$ cat config.mk
export PLATFORM = sky130hd
export DESIGN_NAME = diag_serial_readout
export DESIGN_NICKNAME = d
export VERILOG_FILES = /design/src/rtl/diag_ser_pkg.sv /design/src/rtl/diag_sync.sv /design/src/rtl/diag_fall_det.sv /design/src/rtl/diag_shifter.sv /design/src/rtl/diag_serial_readout.sv
export SDC_FILE = /design/constraint.sdc
export NUM_CORES = 1
export LEC_CHECK = 0
export ABC_AREA = 1
export ABC_CLOCK_PERIOD_IN_PS = 3050
export BUFFER_PORTS_ARGS = -buffer_cell sky130_fd_sc_hd__buf_2
export CAP_MARGIN = 20
export CORE_MARGIN = 5
export CORE_UTILIZATION = 55
export DETAILED_ROUTE_END_ITERATION = 16
export GPL_TIMING_DRIVEN = 0
export PLACE_DENSITY = 0.79
export SLEW_MARGIN = 30
export SYNTH_ARGS = -nofsm -noshare
export SYNTH_HDL_FRONTEND = slang
export SYNTH_HIERARCHICAL = 1
export SYNTH_SLANG_ARGS = --single-unit
$ cat constraint.sdc
create_clock -name clk -period 3.05 [get_ports clk]
set_input_delay 0.1525 -clock clk [delete_from_list [all_inputs] [get_ports clk]]
set_output_delay 0.1525 -clock clk [all_outputs]
set_load 0.02 [all_outputs]
$ cat src/rtl/diag_ser_pkg.sv
// Package: shared sizes of the diagnostic readout.
// Assumes the frame is two per-channel groups plus three device-wide flags.
package diag_ser_pkg;
    localparam int DIAG_CH = 4;
    localparam int DIAG_W  = 2 * DIAG_CH + 3;
    localparam int CNT_W   = $clog2(DIAG_W + 1);
endpackage

$ cat src/rtl/diag_sync.sv
// Module: multi-stage synchronizer for one asynchronous level.
// Assumes the input is slow compared with clk; the reset value is the idle level.
module diag_sync #(
    parameter int   STAGES  = 2,
    parameter logic RST_VAL = 1'b1
) (
    input  logic clk,
    input  logic rst_n,
    input  logic async_i,
    output logic sync_o
);
    logic [STAGES-1:0] chain_q;

    // Shift the asynchronous level through the flop chain.
    always_ff @(posedge clk) begin
        if (!rst_n) begin
            chain_q <= {STAGES{RST_VAL}};
        end else begin
            chain_q <= {chain_q[STAGES-2:0], async_i};
        end
    end

    assign sync_o = chain_q[STAGES-1];
endmodule

$ cat src/rtl/diag_fall_det.sv
// Module: falling-edge detector on an already synchronized level.
// Assumes the input is in the clk domain; the pulse lasts one clk cycle.
module diag_fall_det #(
    parameter logic RST_VAL = 1'b1
) (
    input  logic clk,
    input  logic rst_n,
    input  logic level_i,
    output logic fall_o
);
    logic prev_q;

    // Remember the previous synchronized level.
    always_ff @(posedge clk) begin
        if (!rst_n) begin
            prev_q <= RST_VAL;
        end else begin
            prev_q <= level_i;
        end
    end

    assign fall_o = prev_q & ~level_i;
endmodule

$ cat src/rtl/diag_shifter.sv
// Module: parallel-load, MSB-first shift register with a frame bit counter.
// Assumes load and shift never act together; ones fill the vacated bits.
module diag_shifter
    import diag_ser_pkg::*;
(
    input  logic             clk,
    input  logic             rst_n,
    input  logic             load_i,
    input  logic             shift_i,
    input  logic [DIAG_W-1:0] word_i,
    output logic             msb_o,
    output logic [CNT_W-1:0] cnt_o
);
    localparam logic [CNT_W-1:0] LAST = CNT_W'(DIAG_W);

    logic [DIAG_W-1:0] shreg_q;
    logic [CNT_W-1:0]  cnt_q;
    logic              done;

    assign done = (cnt_q == LAST);

    // Reload while loading, otherwise advance one bit per shift request.
    always_ff @(posedge clk) begin
        if (!rst_n) begin
            shreg_q <= '1;
        end else if (load_i) begin
            shreg_q <= word_i;
        end else if (shift_i && !done) begin
            shreg_q <= {shreg_q[DIAG_W-2:0], 1'b1};
        end
    end

    // Count bits advanced in this frame; clear while loading.
    always_ff @(posedge clk) begin
        if (!rst_n) begin
            cnt_q <= '0;
        end else if (load_i) begin
            cnt_q <= '0;
        end else if (shift_i && !done) begin
            cnt_q <= cnt_q + 1'b1;
        end
    end

    assign msb_o = shreg_q[DIAG_W-1];
    assign cnt_o = cnt_q;
endmodule

$ cat src/rtl/diag_serial_readout.sv
// Module: top of the serial diagnostic readout.
// Assumes clk is several times faster than sclk_i; select is active low.
module diag_serial_readout
    import diag_ser_pkg::*;
#(
    parameter int SYNC_STAGES = 2
) (
    input  logic               clk,
    input  logic               rst_n,
    input  logic               sel_i,
    input  logic               sclk_i,
    input  logic [DIAG_CH-1:0] load_fault_i,
    input  logic [DIAG_CH-1:0] sw_cmd_i,
    input  logic               temp_warn_i,
    input  logic               therm_shdn_i,
    input  logic               overvolt_i,
    output logic               dout_o,
    output logic               dout_oe_o
);
    logic              sel_s;
    logic              sclk_s;
    logic              sclk_fall;
    logic [DIAG_W-1:0] word;
    logic [CNT_W-1:0]  bit_cnt;

    diag_sync #(.STAGES(SYNC_STAGES), .RST_VAL(1'b1)) u_sel_sync (
        .clk(clk), .rst_n(rst_n), .async_i(sel_i), .sync_o(sel_s)
    );

    diag_sync #(.STAGES(SYNC_STAGES), .RST_VAL(1'b1)) u_sclk_sync (
        .clk(clk), .rst_n(rst_n), .async_i(sclk_i), .sync_o(sclk_s)
    );

    diag_fall_det #(.RST_VAL(1'b1)) u_sclk_fall (
        .clk(clk), .rst_n(rst_n), .level_i(sclk_s), .fall_o(sclk_fall)
    );

    // Place the per-channel flags: channel 1 leaves first in each group.
    for (genvar ch = 0; ch < DIAG_CH; ch++) begin : g_chan
        assign word[DIAG_W-1-ch]         = load_fault_i[ch];
        assign word[DIAG_W-1-DIAG_CH-ch] = sw_cmd_i[ch];
    end
    assign word[2] = ~temp_warn_i;
    assign word[1] = ~therm_shdn_i;
    assign word[0] = overvolt_i;

    diag_shifter u_shifter (
        .clk     (clk),
        .rst_n   (rst_n),
        .load_i  (sel_s),
        .shift_i (sclk_fall & ~sel_s),
        .word_i  (word),
        .msb_o   (dout_o),
        .cnt_o   (bit_cnt)
    );

    assign dout_oe_o = rst_n & ~sel_s;
endmodule

-- Word-level counts from Yosys, hierarchy flattened
Cells that the tools add are included.
- register bits after elaboration: 20
- input bits: 15
- output and inout port bits: 2
- logic and storage cells: 21
- equality and inequality tests: 1
- add/sub/neg operators: 1
- reductions and logical operators: 4
- mux-type cells: 2
- bitwise operators: 8
- operators by type and width (operator ; number):
    11-bit two-way mux ; 2
    1-bit inverter ; 5
    4-bit by 1-bit adder with 4-bit output, second input constant ; 1
    4-bit equality test, second input constant ; 1
    1-bit bitwise AND ; 3
    2-bit nonzero test ; 1
    2-bit OR reduction ; 1
    1-bit logical AND ; 1
    1-bit zero test ; 1

-- Depth between registers and ports, before layout
- word-level depth: 6
- gate-level depth with buffers: 9
- gate-level depth less buffers: 9

-- By module
Netlist, hierarchy kept.
- modules (own cells, without submodules) (module ; seq. area each (um^2) ; cells each ; area each (um^2) ; instances):
    diag_shifter ; 300.3 ; 102 ; 777.0 ; 1
    diag_sync ; 40.0 ; 6 ; 55.1 ; 2
    diag_fall_det ; 20.0 ; 5 ; 35.0 ; 1
    diag_serial_readout ; 0.0 ; 6 ; 22.5 ; 1

-- Worst setup path after synthesis
No wires, ideal clock.
- path type: register to register
- start: reg u_shifter.cnt_q[0] (netlist: u_shifter/cnt_o[0])
- end: reg u_shifter.cnt_q[1] (netlist: u_shifter/cnt_o[1])
- slack: 1.880 ns
- stages on the path, launching flop included: 7
- data required time: 2.936 ns
- period minus slack after synthesis: 1.170 ns
- data arrival time: 1.056 ns
- setup time: 0.114 ns
- path buffers: 1
- cells stage by stage: dfxtp_1 ha_1 nand3_4 nand2_4 buf_12 o21ai_2 nor2_2
- longest elaborated chain between the ends: 3
- elaborated cells on any way between the ends: 4
- those cells by class: 1 x add/sub; 1 x eq/ne; 2 x reduce/logical
- ends and longest elaborated chain (element ; line ; source):
    from (decl) ; diag_shifter.sv:17 ; logic [CNT_W-1:0] cnt_q;
    from (signal assigned) ; diag_shifter.sv:40 ; cnt_q <= cnt_q + 1'b1;
    branches (longest 3 deep; another with 4-bit by 1-bit adder with 4-bit output) ; n/a ;
Parallel ways; which one is timed is not known.
A chain may end at the register's enable or synchronous reset.

-- Worst setup path in the final report
- start: reg u_shifter.cnt_q[0] (netlist: u_shifter/cnt_o[0])
- end: reg u_shifter.shreg_q[1]
- longest elaborated chain between the ends: 4
- ends and longest elaborated chain (element ; line ; source):
    4-bit equality test ; diag_shifter.sv:20 ; assign done = (cnt_q == LAST);
    1-bit zero test ; diag_shifter.sv:28 ; end else if (shift_i && !done) begin
    1-bit logical AND ; diag_shifter.sv:28 ;
    2-bit nonzero test (no source line) ; n/a ;
    to (signal assigned) ; diag_shifter.sv:27 ; shreg_q <= word_i;
    to (signal assigned) ; diag_shifter.sv:29 ; shreg_q <= {shreg_q[DIAG_W-2:0], 1'b1};
    to (decl) ; diag_shifter.sv:16 ; logic [DIAG_W-1:0] shreg_q;
Every way passes these cells.

==> flow_metrics.py <==
metrics = {
    "critical_path": {
        "crit_type": "flip-flop to flip-flop",
        "cp-end-kind": "flip-flop",
        "cp_max_fo": 10,
        "critPathArrivalTime_ns": 1.52,
        "cp-start-kind": "flip-flop",
        "worstPathRequired_ns": 3.26,
    },
    "clocking": {
        "cts.sinks": 20,
        "post_cts_resized": 0,
        "insertion_delay_ns": 0.30,
        "path_clk_slew_ns": 0.11,
        "htreeDepth": 1,
        "cts_buffer_depth": 2,
        "cts_made_buffers": 3,
        "post_cts_buffers": 0,
        "root_buffer": "clkbuf_4",
        "cts_tree": "yes",
        "holdBufCountCts": 0,
    },
    "logic_synthesis": {
        "ys.flop_type": "dfxtp_1",
        "syn_nets": 141,
        "synth-seq-area-share_pct": 42.38,
        "ys_async_sr_fraction_pct": 0,
        "synthXorXnorAreaFrac_pct": 0,
        "synth_compound_area_share_pct": 9.669,
        "ys_types": 19,
        "netlist_area_sq_um": 944.7,
        "synth_commonest_cells": "nand2_1 (24), dfxtp_1 (20), inv_1 (19)",
        "synth_top_family_by_area": "simple AND/OR/NAND/NOR gates",
        "synth_adder_area_share_pct": 1.325,
        "yosys_warnings": 6,
        "yosys.area.top_type": "dfxtp_1",
        "synth-simple-area-share_pct": 33.51,
        "synthMuxAreaShare_pct": 0,
        "synth_seq_cells": 20,
        "synth_top_area_share_pct": 42.38,
        "synthTopCellsByArea": "dfxtp_1 (42%), nand2_1 (9.5%), inv_1 (7.5%), nand3_1 (6.4%), a21oi_1 (5.8%)",
        "syn_inst": 125,
        "yosysMostFrequentCell": "nand2_1",
        "synth_edf_count": 0,
        "synth_area_per_cell_sq_um": 7.557,
    },
    "global_routing": {
        "grt_pass1_vias": 816,
        "overflow": 0,
        "grt_start_max_net_pins": 12,
        "antenna_found_initial": 0,
        "grt_pass1_wl_um": 3394,
        "grt_usage_pct": 17.30,
    },
    "die": {
        "start_util_pct": 56.55,
        "fp.dieH_um": 51.45,
        "fp.dieW_um": 51.45,
        "rows": 15,
        "coreArea_sq_mm": 0.001670,
        "dieArea_sq_mm": 0.002647,
        "num_io_pins": 17,
    },
    "sta": {
        "tightest_slew_ns": 0.4767,
        "drv_slew": 0,
        "fmax_ghz": 0.7578,
        "maxSlewHeadroom_pct": 68.22,
        "setup_viol": 0,
        "grt_setup_unrepaired": "no",
        "fin_crit_sh_pct": 43.26,
        "min_period_ns": 1.320,
        "finalSetupTns_ns": 0,
        "hold_violations": 0,
        "fin_skew_ns": 0.007486,
    },
    "placed_design": {
        "port_buffers": 16,
        "routabilityCongestion": 0.8298,
        "place_inst": 158,
        "hpwl_um": 1417,
        "place_area_sq_mm": 0.001046,
    },
    "pwr": {
        "power_density_mw_per_mm2": 442.6,
        "peakVddDrop_uv": 391.8,
        "clock_power_share_pct": 31.3,
        "swShare_pct": 23.26,
        "power.combinational.fraction_pct": 10.0,
        "p_int_uw": 367.6,
        "power_frac_seq_pct": 58.7,
        "p_leak_nw": 0.5167,
        "switchingPower_uw": 111.4,
    },
    "finish": {
        "instances_no_fill": 162,
        "diodes": 0,
        "area_growth_pct": 14.57,
        "drive_gt1_share_pct": 24.83,
        "nets": 162,
        "postLayoutCellArea_sq_mm": 0.001082,
        "final_core_util_pct": 64.79,
    },
    "route": {
        "drtIter0Drc": 20,
        "wire_per_inst_um": 12.54,
        "via_per_inst": 5.241,
        "drt-total-wl_um": 2032,
        "vias": 849,
        "post-route-drc-count": 0,
        "ant_nets": 0,
        "dr.pass1.iters": 4,
    },
    "outcome": {
        "status": "complete, no violations",
    },
    "job": {
        "maxCapViolations": 0,
    },
    "hold_path": {
        "holdCritPathClass": "input pin to flip-flop",
    },
}
sequential cells by signal, indices dropped and copies added (netlist names):
signal	flops
u_sel_sync/chain_q	2
u_shifter/cnt_o	4
u_shifter/shreg_q	11
u_sclk_fall/prev_q	1
u_sclk_sync/chain_q	2
cell type report:
| class | instances | area (sq um) |
|---|---|---|
| Sequential cell | 20 | 400.4 |
| Multi-Input combinational cell | 79 | 420.4 |
| Tap cell | 17 | 21.27 |
| Buffer | 6 | 48.80 |
| Clock buffer | 4 | 36.28 |
| Fill cell | 155 | 588.1 |
| Inverter | 20 | 75.07 |
| Timing Repair Buffer | 16 | 80.08 |
metal layers:
layer	wire, um	global-route usage [%]
met5	0	0
met2	985	29.87
met3	131	3.790
met1	897	19.61
met4	17	9.170
power groups by stage:
| stage | Sequential, mW | Clock, mW | Combinational [mW] |
|---|---|---|---|
| 2_1_floorplan | 0.286 | 0 | 0.0290 |
| 3_3_place_gp | 0.286 | 0 | 0.0449 |
| 3_5_place_dp | 0.287 | 0 | 0.0467 |
| 4_1_cts | 0.281 | 0.159 | 0.0475 |
| 5_1_grt | 0.283 | 0.171 | 0.0532 |
| 6_report | 0.281 | 0.150 | 0.0477 |
path summary, 6_finish.rpt:
path	start	end	slack, ns	depth (start not counted)
setup / recovery	u_shifter/cnt_o[0]	u_shifter/shreg_q[1]	1.73	7
hold / removal	sel_i	u_sel_sync/chain_q[0]	0.02	3
setup reg to reg	u_shifter/cnt_o[0]	u_shifter/shreg_q[1]	1.73	7
hold reg to reg	u_sel_sync/chain_q[0]	u_sel_sync/chain_q[1]	0.41	2
layout by cell type, fill, tap and decap left out, drive strengths merged:
cell type / Yosys / routed
buf: 5 / 21
ha: 1 / 1
clkbuf: 1 / 5
o21ai: 5 / 5
inv: 20 / 20
nand4: 8 / 8
a21oi: 11 / 11
nand2: 25 / 25
dfxtp: 20 / 20
nor2: 12 / 12
nand3: 17 / 17
cells by family after synthesis:
| kind of cell | Yosys count |
|---|---|
| adders and majority gates | 1 |
| AOI/OAI and AO/OA | 16 |
| and+or+nand+nor | 62 |
| DFF | 20 |
| buffers and inverters | 26 |
stage by stage:
stage | hold WS, ns | setup slack (ns) | power (mW)
6_report | 0.02446 | 1.730 | 0.4790
5_1_grt | 0.01524 | 1.624 | 0.5074
4_1_cts | 0.01280 | 1.723 | 0.4879
3_5_place_dp | 0.3270 | 1.754 | 0.3336
3_3_place_gp | 0.3212 | 1.779 | 0.3311
2_1_floorplan | 0.2212 | 1.880 | 0.3155
worst max-delay path, stage by stage (launching register included):
cell     delay (ns)
dfxtp_1        0.39
ha_1           0.25
nand3_4        0.17
nand2_4        0.13
buf_12         0.14
o21ai_2        0.05
inv_1          0.05
nand2_1        0.04
No activity file was read; power rests on OpenSTA's default activity.
